===== src/rtl/vbus_seq_pkg.sv =====
package vbus_seq_pkg;

  typedef enum logic [1:0] {
    FLT_NONE  = 2'd0,
    FLT_THERM = 2'd1,
    FLT_UNDER = 2'd2,
    FLT_OVER  = 2'd3
  } faultSrc_t;

  // strobes from control into the datapath
  typedef struct packed {
    logic clrWait;   // fault present: zero the recovery counter
    logic stepWait;  // count one fault-free tick
    logic useLong;   // select long recovery window
  } seqStrobe_t;

endpackage


===== src/rtl/vbus_seq_datapath.sv =====
module vbus_seq_datapath
  import vbus_seq_pkg::*;
#(
  parameter int CLK_PER_TICK = 125,
  parameter int TICKS_PER_MS = 1000,
  parameter int LONG_MS      = 17,
  parameter int SHORT_MS     = 8,
  parameter int TRIP_LEVEL   = 64,
  parameter int MAG_W        = 4,
  parameter int TEMP_W       = 8,
  parameter int TEMP_TRIP    = 145,
  parameter int TEMP_CLEAR   = 120
) (
  input  logic              clk,
  input  logic              rstN,
  input  logic              ovFlag,
  input  logic [MAG_W-1:0]  ovMag,
  input  logic [TEMP_W-1:0] dieTemp,
  input  seqStrobe_t        strobe,
  output logic              tick,
  output logic              ovTrip,
  output logic              otActive,
  output logic              waitHit
);

  localparam int LONG_TICKS  = LONG_MS * TICKS_PER_MS;
  localparam int SHORT_TICKS = SHORT_MS * TICKS_PER_MS;
  localparam int WAIT_W      = $clog2(LONG_TICKS + 1);
  localparam int INT_W       = $clog2(TRIP_LEVEL + 1);
  localparam int SUM_W       = INT_W + MAG_W + 1;

  // tick prescaler
  generate
    if (CLK_PER_TICK == 1) begin : g_noPre
      assign tick = 1'b1;
    end else begin : g_pre
      localparam int PRE_W = $clog2(CLK_PER_TICK);
      logic [PRE_W-1:0] preCnt;
      always_ff @(posedge clk or negedge rstN) begin
        if (!rstN) preCnt <= '0;
        else if (preCnt == PRE_W'(CLK_PER_TICK - 1)) preCnt <= '0;
        else preCnt <= preCnt + 1'b1;
      end
      assign tick = (preCnt == PRE_W'(CLK_PER_TICK - 1));
    end
  endgenerate

  // overvoltage integrator
  logic [INT_W-1:0] integ;
  logic [SUM_W-1:0] upSum;
  assign upSum = SUM_W'(integ) + SUM_W'(ovMag) + SUM_W'(1);

  always_ff @(posedge clk or negedge rstN) begin
    if (!rstN) begin
      integ <= '0;
    end else if (tick) begin
      if (ovFlag)
        integ <= (upSum >= SUM_W'(TRIP_LEVEL)) ? INT_W'(TRIP_LEVEL) : upSum[INT_W-1:0];
      else if (integ != '0)
        integ <= integ - 1'b1;
    end
  end
  assign ovTrip = (integ == INT_W'(TRIP_LEVEL));

  AST_INTEG_BOUND: assert property (@(posedge clk) disable iff (!rstN)
    integ <= INT_W'(TRIP_LEVEL));
  AST_INTEG_DRAIN: assert property (@(posedge clk) disable iff (!rstN)
    (tick && !ovFlag && integ != '0) |=> integ == $past(integ) - 1'b1);

  // thermal latch with hysteresis
  always_ff @(posedge clk or negedge rstN) begin
    if (!rstN) otActive <= 1'b0;
    else if (dieTemp > TEMP_W'(TEMP_TRIP)) otActive <= 1'b1;
    else if (dieTemp < TEMP_W'(TEMP_CLEAR)) otActive <= 1'b0;
  end

  AST_OT_HOLD: assert property (@(posedge clk) disable iff (!rstN)
    (otActive && dieTemp >= TEMP_W'(TEMP_CLEAR)) |=> otActive);

  // recovery window counter
  logic [WAIT_W-1:0] waitCnt;
  logic [WAIT_W-1:0] waitNext;
  logic [WAIT_W-1:0] waitLimit;
  assign waitNext  = waitCnt + 1'b1;
  assign waitLimit = strobe.useLong ? WAIT_W'(LONG_TICKS) : WAIT_W'(SHORT_TICKS);
  assign waitHit   = strobe.stepWait && (waitNext == waitLimit);

  always_ff @(posedge clk or negedge rstN) begin
    if (!rstN) waitCnt <= '0;
    else if (strobe.clrWait) waitCnt <= '0;
    else if (strobe.stepWait) waitCnt <= waitNext;
  end

  AST_WAIT_BOUND: assert property (@(posedge clk) disable iff (!rstN)
    waitCnt <= WAIT_W'(LONG_TICKS));
  AST_WAIT_CLEARED: assert property (@(posedge clk) disable iff (!rstN)
    strobe.clrWait |=> waitCnt == '0);

endmodule


===== src/rtl/vbus_seq_control.sv =====
module vbus_seq_control
  import vbus_seq_pkg::*;
(
  input  logic       clk,
  input  logic       rstN,
  input  logic       uvFlag,
  input  logic       tick,
  input  logic       ovTrip,
  input  logic       otActive,
  input  logic       waitHit,
  output seqStrobe_t strobe,
  output logic       ready
);

  faultSrc_t faultSrc;
  logic      faultAny;
  logic      longSel;

  // fixed priority: thermal, undervoltage, overvoltage
  always_comb begin
    if (otActive)    faultSrc = FLT_THERM;
    else if (uvFlag) faultSrc = FLT_UNDER;
    else if (ovTrip) faultSrc = FLT_OVER;
    else             faultSrc = FLT_NONE;
  end
  assign faultAny = (faultSrc != FLT_NONE);

  always_ff @(posedge clk or negedge rstN) begin
    if (!rstN) begin
      longSel <= 1'b1;
      ready   <= 1'b0;
    end else begin
      if (faultAny) longSel <= (faultSrc != FLT_OVER);
      if (faultAny) ready <= 1'b0;
      else if (waitHit) ready <= 1'b1;
    end
  end

  assign strobe.clrWait  = faultAny;
  assign strobe.stepWait = !faultAny && !ready && tick;
  assign strobe.useLong  = longSel;

  AST_FAULT_DROPS_READY: assert property (@(posedge clk) disable iff (!rstN)
    faultAny |=> !ready);
  AST_READY_AFTER_WINDOW: assert property (@(posedge clk) disable iff (!rstN)
    $rose(ready) |-> $past(waitHit));
  AST_SHORT_ONLY_OV: assert property (@(posedge clk) disable iff (!rstN)
    (uvFlag || otActive) |=> longSel);

endmodule


===== src/rtl/vbus_guard_seq.sv =====
module vbus_guard_seq
  import vbus_seq_pkg::*;
#(
  parameter int CLK_PER_TICK = 125,
  parameter int TICKS_PER_MS = 1000,
  parameter int LONG_MS      = 17,
  parameter int SHORT_MS     = 8,
  parameter int TRIP_LEVEL   = 64,
  parameter int MAG_W        = 4,
  parameter int TEMP_W       = 8,
  parameter int TEMP_TRIP    = 145,
  parameter int TEMP_CLEAR   = 120
) (
  input  logic              clk,
  input  logic              rstN,
  input  logic              uvFlag,
  input  logic              ovFlag,
  input  logic [MAG_W-1:0]  ovMag,
  input  logic [TEMP_W-1:0] dieTemp,
  input  logic              enN,
  output logic              swOn,
  output logic              ackPullLow
);

  seqStrobe_t strobe;
  logic       tick;
  logic       ovTrip;
  logic       otActive;
  logic       waitHit;
  logic       ready;

  vbus_seq_datapath #(
    .CLK_PER_TICK (CLK_PER_TICK),
    .TICKS_PER_MS (TICKS_PER_MS),
    .LONG_MS      (LONG_MS),
    .SHORT_MS     (SHORT_MS),
    .TRIP_LEVEL   (TRIP_LEVEL),
    .MAG_W        (MAG_W),
    .TEMP_W       (TEMP_W),
    .TEMP_TRIP    (TEMP_TRIP),
    .TEMP_CLEAR   (TEMP_CLEAR)
  ) i_datapath (
    .clk      (clk),
    .rstN     (rstN),
    .ovFlag   (ovFlag),
    .ovMag    (ovMag),
    .dieTemp  (dieTemp),
    .strobe   (strobe),
    .tick     (tick),
    .ovTrip   (ovTrip),
    .otActive (otActive),
    .waitHit  (waitHit)
  );

  vbus_seq_control i_control (
    .clk      (clk),
    .rstN     (rstN),
    .uvFlag   (uvFlag),
    .tick     (tick),
    .ovTrip   (ovTrip),
    .otActive (otActive),
    .waitHit  (waitHit),
    .strobe   (strobe),
    .ready    (ready)
  );

  assign ackPullLow = ready;
  assign swOn       = ready && !enN;

  AST_SW_NEEDS_ACK: assert property (@(posedge clk) disable iff (!rstN)
    swOn |-> ackPullLow);
  AST_UV_RELEASES: assert property (@(posedge clk) disable iff (!rstN)
    uvFlag |=> !ackPullLow && !swOn);

endmodule


===== config.mk =====
export PLATFORM = sky130hd
export DESIGN_NAME = vbus_guard_seq
export DESIGN_NICKNAME = d
export VERILOG_FILES = /design/src/rtl/vbus_seq_pkg.sv /design/src/rtl/vbus_seq_datapath.sv /design/src/rtl/vbus_seq_control.sv /design/src/rtl/vbus_guard_seq.sv
export SDC_FILE = /design/constraint.sdc
export NUM_CORES = 1
export LEC_CHECK = 0
export ABC_CLOCK_PERIOD_IN_PS = 3100
export BUFFER_PORTS_ARGS = -buffer_cell sky130_fd_sc_hd__buf_4
export CAP_MARGIN = 20
export CORE_MARGIN = 3
export CORE_UTILIZATION = 60
export CTS_BUF_LIST = sky130_fd_sc_hd__clkbuf_16
export DETAILED_ROUTE_END_ITERATION = 10
export HOLD_SLACK_MARGIN = 0.08
export PLACE_DENSITY = 0.8
export SLEW_MARGIN = 15
export SYNTH_ARGS = -nofsm -noshare
export SYNTH_HDL_FRONTEND = slang
export SYNTH_SLANG_ARGS = --single-unit

===== constraint.sdc =====
create_clock -name clk -period 3.1 [get_ports clk]
set_input_delay 0.155 -clock clk [delete_from_list [all_inputs] [get_ports clk]]
set_output_delay 0.155 -clock clk [all_outputs]
set_load 0.01 [all_outputs]

==> impl_metrics.py <==
metrics = {
    "worst_setup_path": {
        "path_class": "reg -> reg",
        "cp-start-kind": "flop",
        "worst_setup_path_end_kind": "flop",
        "critPathArrivalTime_ps": 2960,
        "cp_max_fo": 6,
        "worst_ep_required_time_ps": 3250,
        "worstRegToRegCells": 10,
    },
    "synth": {
        "syn_inst": 285,
        "synthFlopType": "dfrtp_1",
        "synth_nets": 314,
        "ys_types": 54,
        "synth_largest_area_cell": "dfrtp_1",
        "ys_warn_count": 0,
        "async_reset_ff_share_pct": 100,
        "yosysTopAreaCellShare_pct": 32.2,
        "ys_seq_area_share_pct": 33.3,
        "synth_edf_count": 0,
        "syn-mean-instance-area_sq_um": 8.45,
        "syn_area_sq_um": 2410,
        "ys_seq_elements": 32,
        "synth_area_leaders": "dfrtp_1 (32%), ha_1 (5.7%), xor2_1 (5.5%)",
    },
    "pwr": {
        "ir_drop_mv": 0.326,
        "p_per_area_nw_per_um2": 390,
        "power.switching_mw": 0.225,
        "power_mw": 1.06,
        "seq_power_share_pct": 39.9,
        "combPwrFrac_pct": 8.5,
        "clkPwrFrac_pct": 51.6,
        "p_leak_nw": 1.14,
        "internal-power_mw": 0.832,
        "switching_share_pct": 21.3,
    },
    "drt": {
        "drt_pass1_iterations": 4,
        "avgRoutedWirePerCell_microns": 14.3,
        "via_count": 2067,
        "avgViaCountPerCell": 5.97,
        "ant_nets": 0,
        "drtIter0Drc": 187,
        "remaining_drc_errors": 0,
        "routed_wl_mm": 4.96,
    },
    "die": {
        "dieArea_sq_um": 4810,
        "io_pins": 19,
        "die_w_microns": 69.3,
        "initial_utilization_pct": 63.8,
        "die_h_microns": 69.3,
        "num_rows": 22,
        "core_sq_um": 3770,
    },
    "grt": {
        "grt_pass1_wl_mm": 9.03,
        "grt_max_degree": 33,
        "grt_antenna_before_repair": 0,
        "gr-usage-all-layers_pct": 22.7,
        "first_global_vias": 2037,
        "grt_overflow": 0,
    },
    "sta": {
        "rsz0062_at_grt": "no",
        "setup_violations": 0,
        "clock_skew_ps": 3.67,
        "finalCriticalPeriod_ps": 2810,
        "drv_slew": 0,
        "clock.fmax_mhz": 356,
        "relSlewSlack_pct": 70.4,
        "period_share_pct": 90.7,
        "hold_viol_final": 0,
        "worst_hold_slack_ps": 83.9,
        "tns_ps": 0,
        "worst_pin_slew_ps": 443,
    },
    "run": {
        "drv_cap": 0,
    },
    "run_status": {
        "outcome": "completed",
    },
    "layout": {
        "multi_input_area_sq_um": 1490,
        "fillers": 292,
        "fin_cells": 346,
        "layout_common_cells": "dfrtp_1 (31), nor2_1 (30), nand2_1 (23)",
        "utilization_pct": 71.9,
        "synthToLayoutAreaGrowth_pct": 12.6,
        "drive_gt1_share_pct": 12.8,
        "nets": 326,
        "n_antenna_cell": 0,
        "final-seq-area_sq_um": 802,
        "final_common_cell": "dfrtp_1",
    },
    "clock_tree": {
        "cts_root_buf": "clkbuf_16",
        "htree_levels": 2,
        "numCtsBuffers": 5,
        "cts.repair.resized": 0,
        "clk_pin_slew_ps": 50,
        "ctsLongestPathBuffers": 2,
        "clk_latency_ps": 280,
        "cts_sinks": 32,
        "cts_tree": "done",
    },
    "place": {
        "portBuffers": 17,
        "routabilityCongestion": 0.852,
        "dpl.cell_count": 337,
        "dp_hpwl_mm": 3.50,
    },
    "min_path": {
        "holdPathStages": 3,
        "hp-class": "in -> reg",
    },
}
==> routing by layer <==
layer,GRT usage [%],vias up,share of wire [%]
li1,-,1042,-
met1,28.5,963,44
met2,36.4,49,48
met3,6.52,13,4.9
met4,9.76,0,2.6
met5,0,-,0
==> per-stage QoR <==
step	cell area [sq um]	worst slack, ps
after floorplan	2410	508
after global placement	2540	330
after detailed placement	2540	292
after CTS	2710	289
after global routing	2710	85.6
final	2710	288
==> sequential cells by signal (all words and copies together), names as in the netlist <==
signal,cells
i_datapath.g_pre.preCnt,7
i_control.ready,1
i_control.longSel,1
i_datapath.otActive,1
i_datapath.integ,7
i_datapath.waitCnt,15
==> final cells by class <==
class	instances	area share, %
Sequential cell	32	29.6
Timing Repair Buffer	20	5.63
Inverter	12	1.66
Tap cell	48	2.22
Multi-Input combinational cell	226	54.9
Clock buffer	5	4.62
Clock inverter	3	1.39
==> Yosys cell counts, types with 2 or more instances <==
library cell	instances
dfrtp_1	31
nor2_1	30
nand2_1	23
a21oi_1	17
xor2_1	15
o21ai_0	14
inv_1	12
ha_1	11
nand3_1	10
nand4_1	10
xnor2_1	10
nor3_1	9
or3_1	9
clkbuf_1	8
a31oi_1	7
nand2b_1	6
and3_1	5
buf_2	4
nor2b_1	4
and2b_1	3
buf_4	3
mux2i_1	3
o31ai_1	3
a211oi_1	2
and4_1	2
nand3b_1	2
o21a_1	2
o21ai_2	2
o22ai_1	2
or3b_1	2
==> worst paths after layout <==
check / start / end / slack (ps)
setup / recovery: i_datapath.integ[0] / i_datapath.integ[4] / 290
hold / removal: uvFlag / i_control.longSel / 80
setup reg to reg: i_datapath.integ[0] / i_datapath.integ[4] / 290
hold reg to reg: i_datapath.otActive / i_control.longSel / 490
max in group asynchronous: rstN / i_control.longSel / 2410
min in group asynchronous: rstN / i_datapath.waitCnt[10] / 360
==> what timing repair did <==
item | CTS | global route
endpoints found under the hold margin | 31 | 0
hold buffers | 1 | 0
setup buffers | 0 | 0
==> kinds of logic (layout without fill, tap and decap cells) <==
group	count (synthesis)	count (layout)	share of synthesized area, %
AOI/OAI and AO/OA	61	61	17.1
xor gates and xnor gates	25	25	9.10
muxes	4	4	1.72
adders and majority gates	12	12	6.55
and+or+nand+nor	124	124	27.3
buffers and inverters	27	40	4.89
DFF	32	32	33.3
==> worst max-delay path, stage by stage (launching register included) <==
cell	delay [ps]
dfrtp_1	410
ha_1	220
inv_1	60
fa_1	420
and2b_1	230
o21ai_2	60
a221oi_2	300
mux2i_1	150
or4_4	540
nand3_2	150
o221ai_1	140
==> power by group through the flow <==
stage / sequential [mW] / clock (mW) / combinational [mW]
after floorplan: 0.428 / 0 / 0.0558
after global placement: 0.429 / 0 / 0.0879
after detailed placement: 0.429 / 0 / 0.0899
after CTS: 0.422 / 0.553 / 0.0909
after global routing: 0.422 / 0.579 / 0.102
final: 0.422 / 0.545 / 0.0902
No activity file was read; power rests on OpenSTA's default activity.
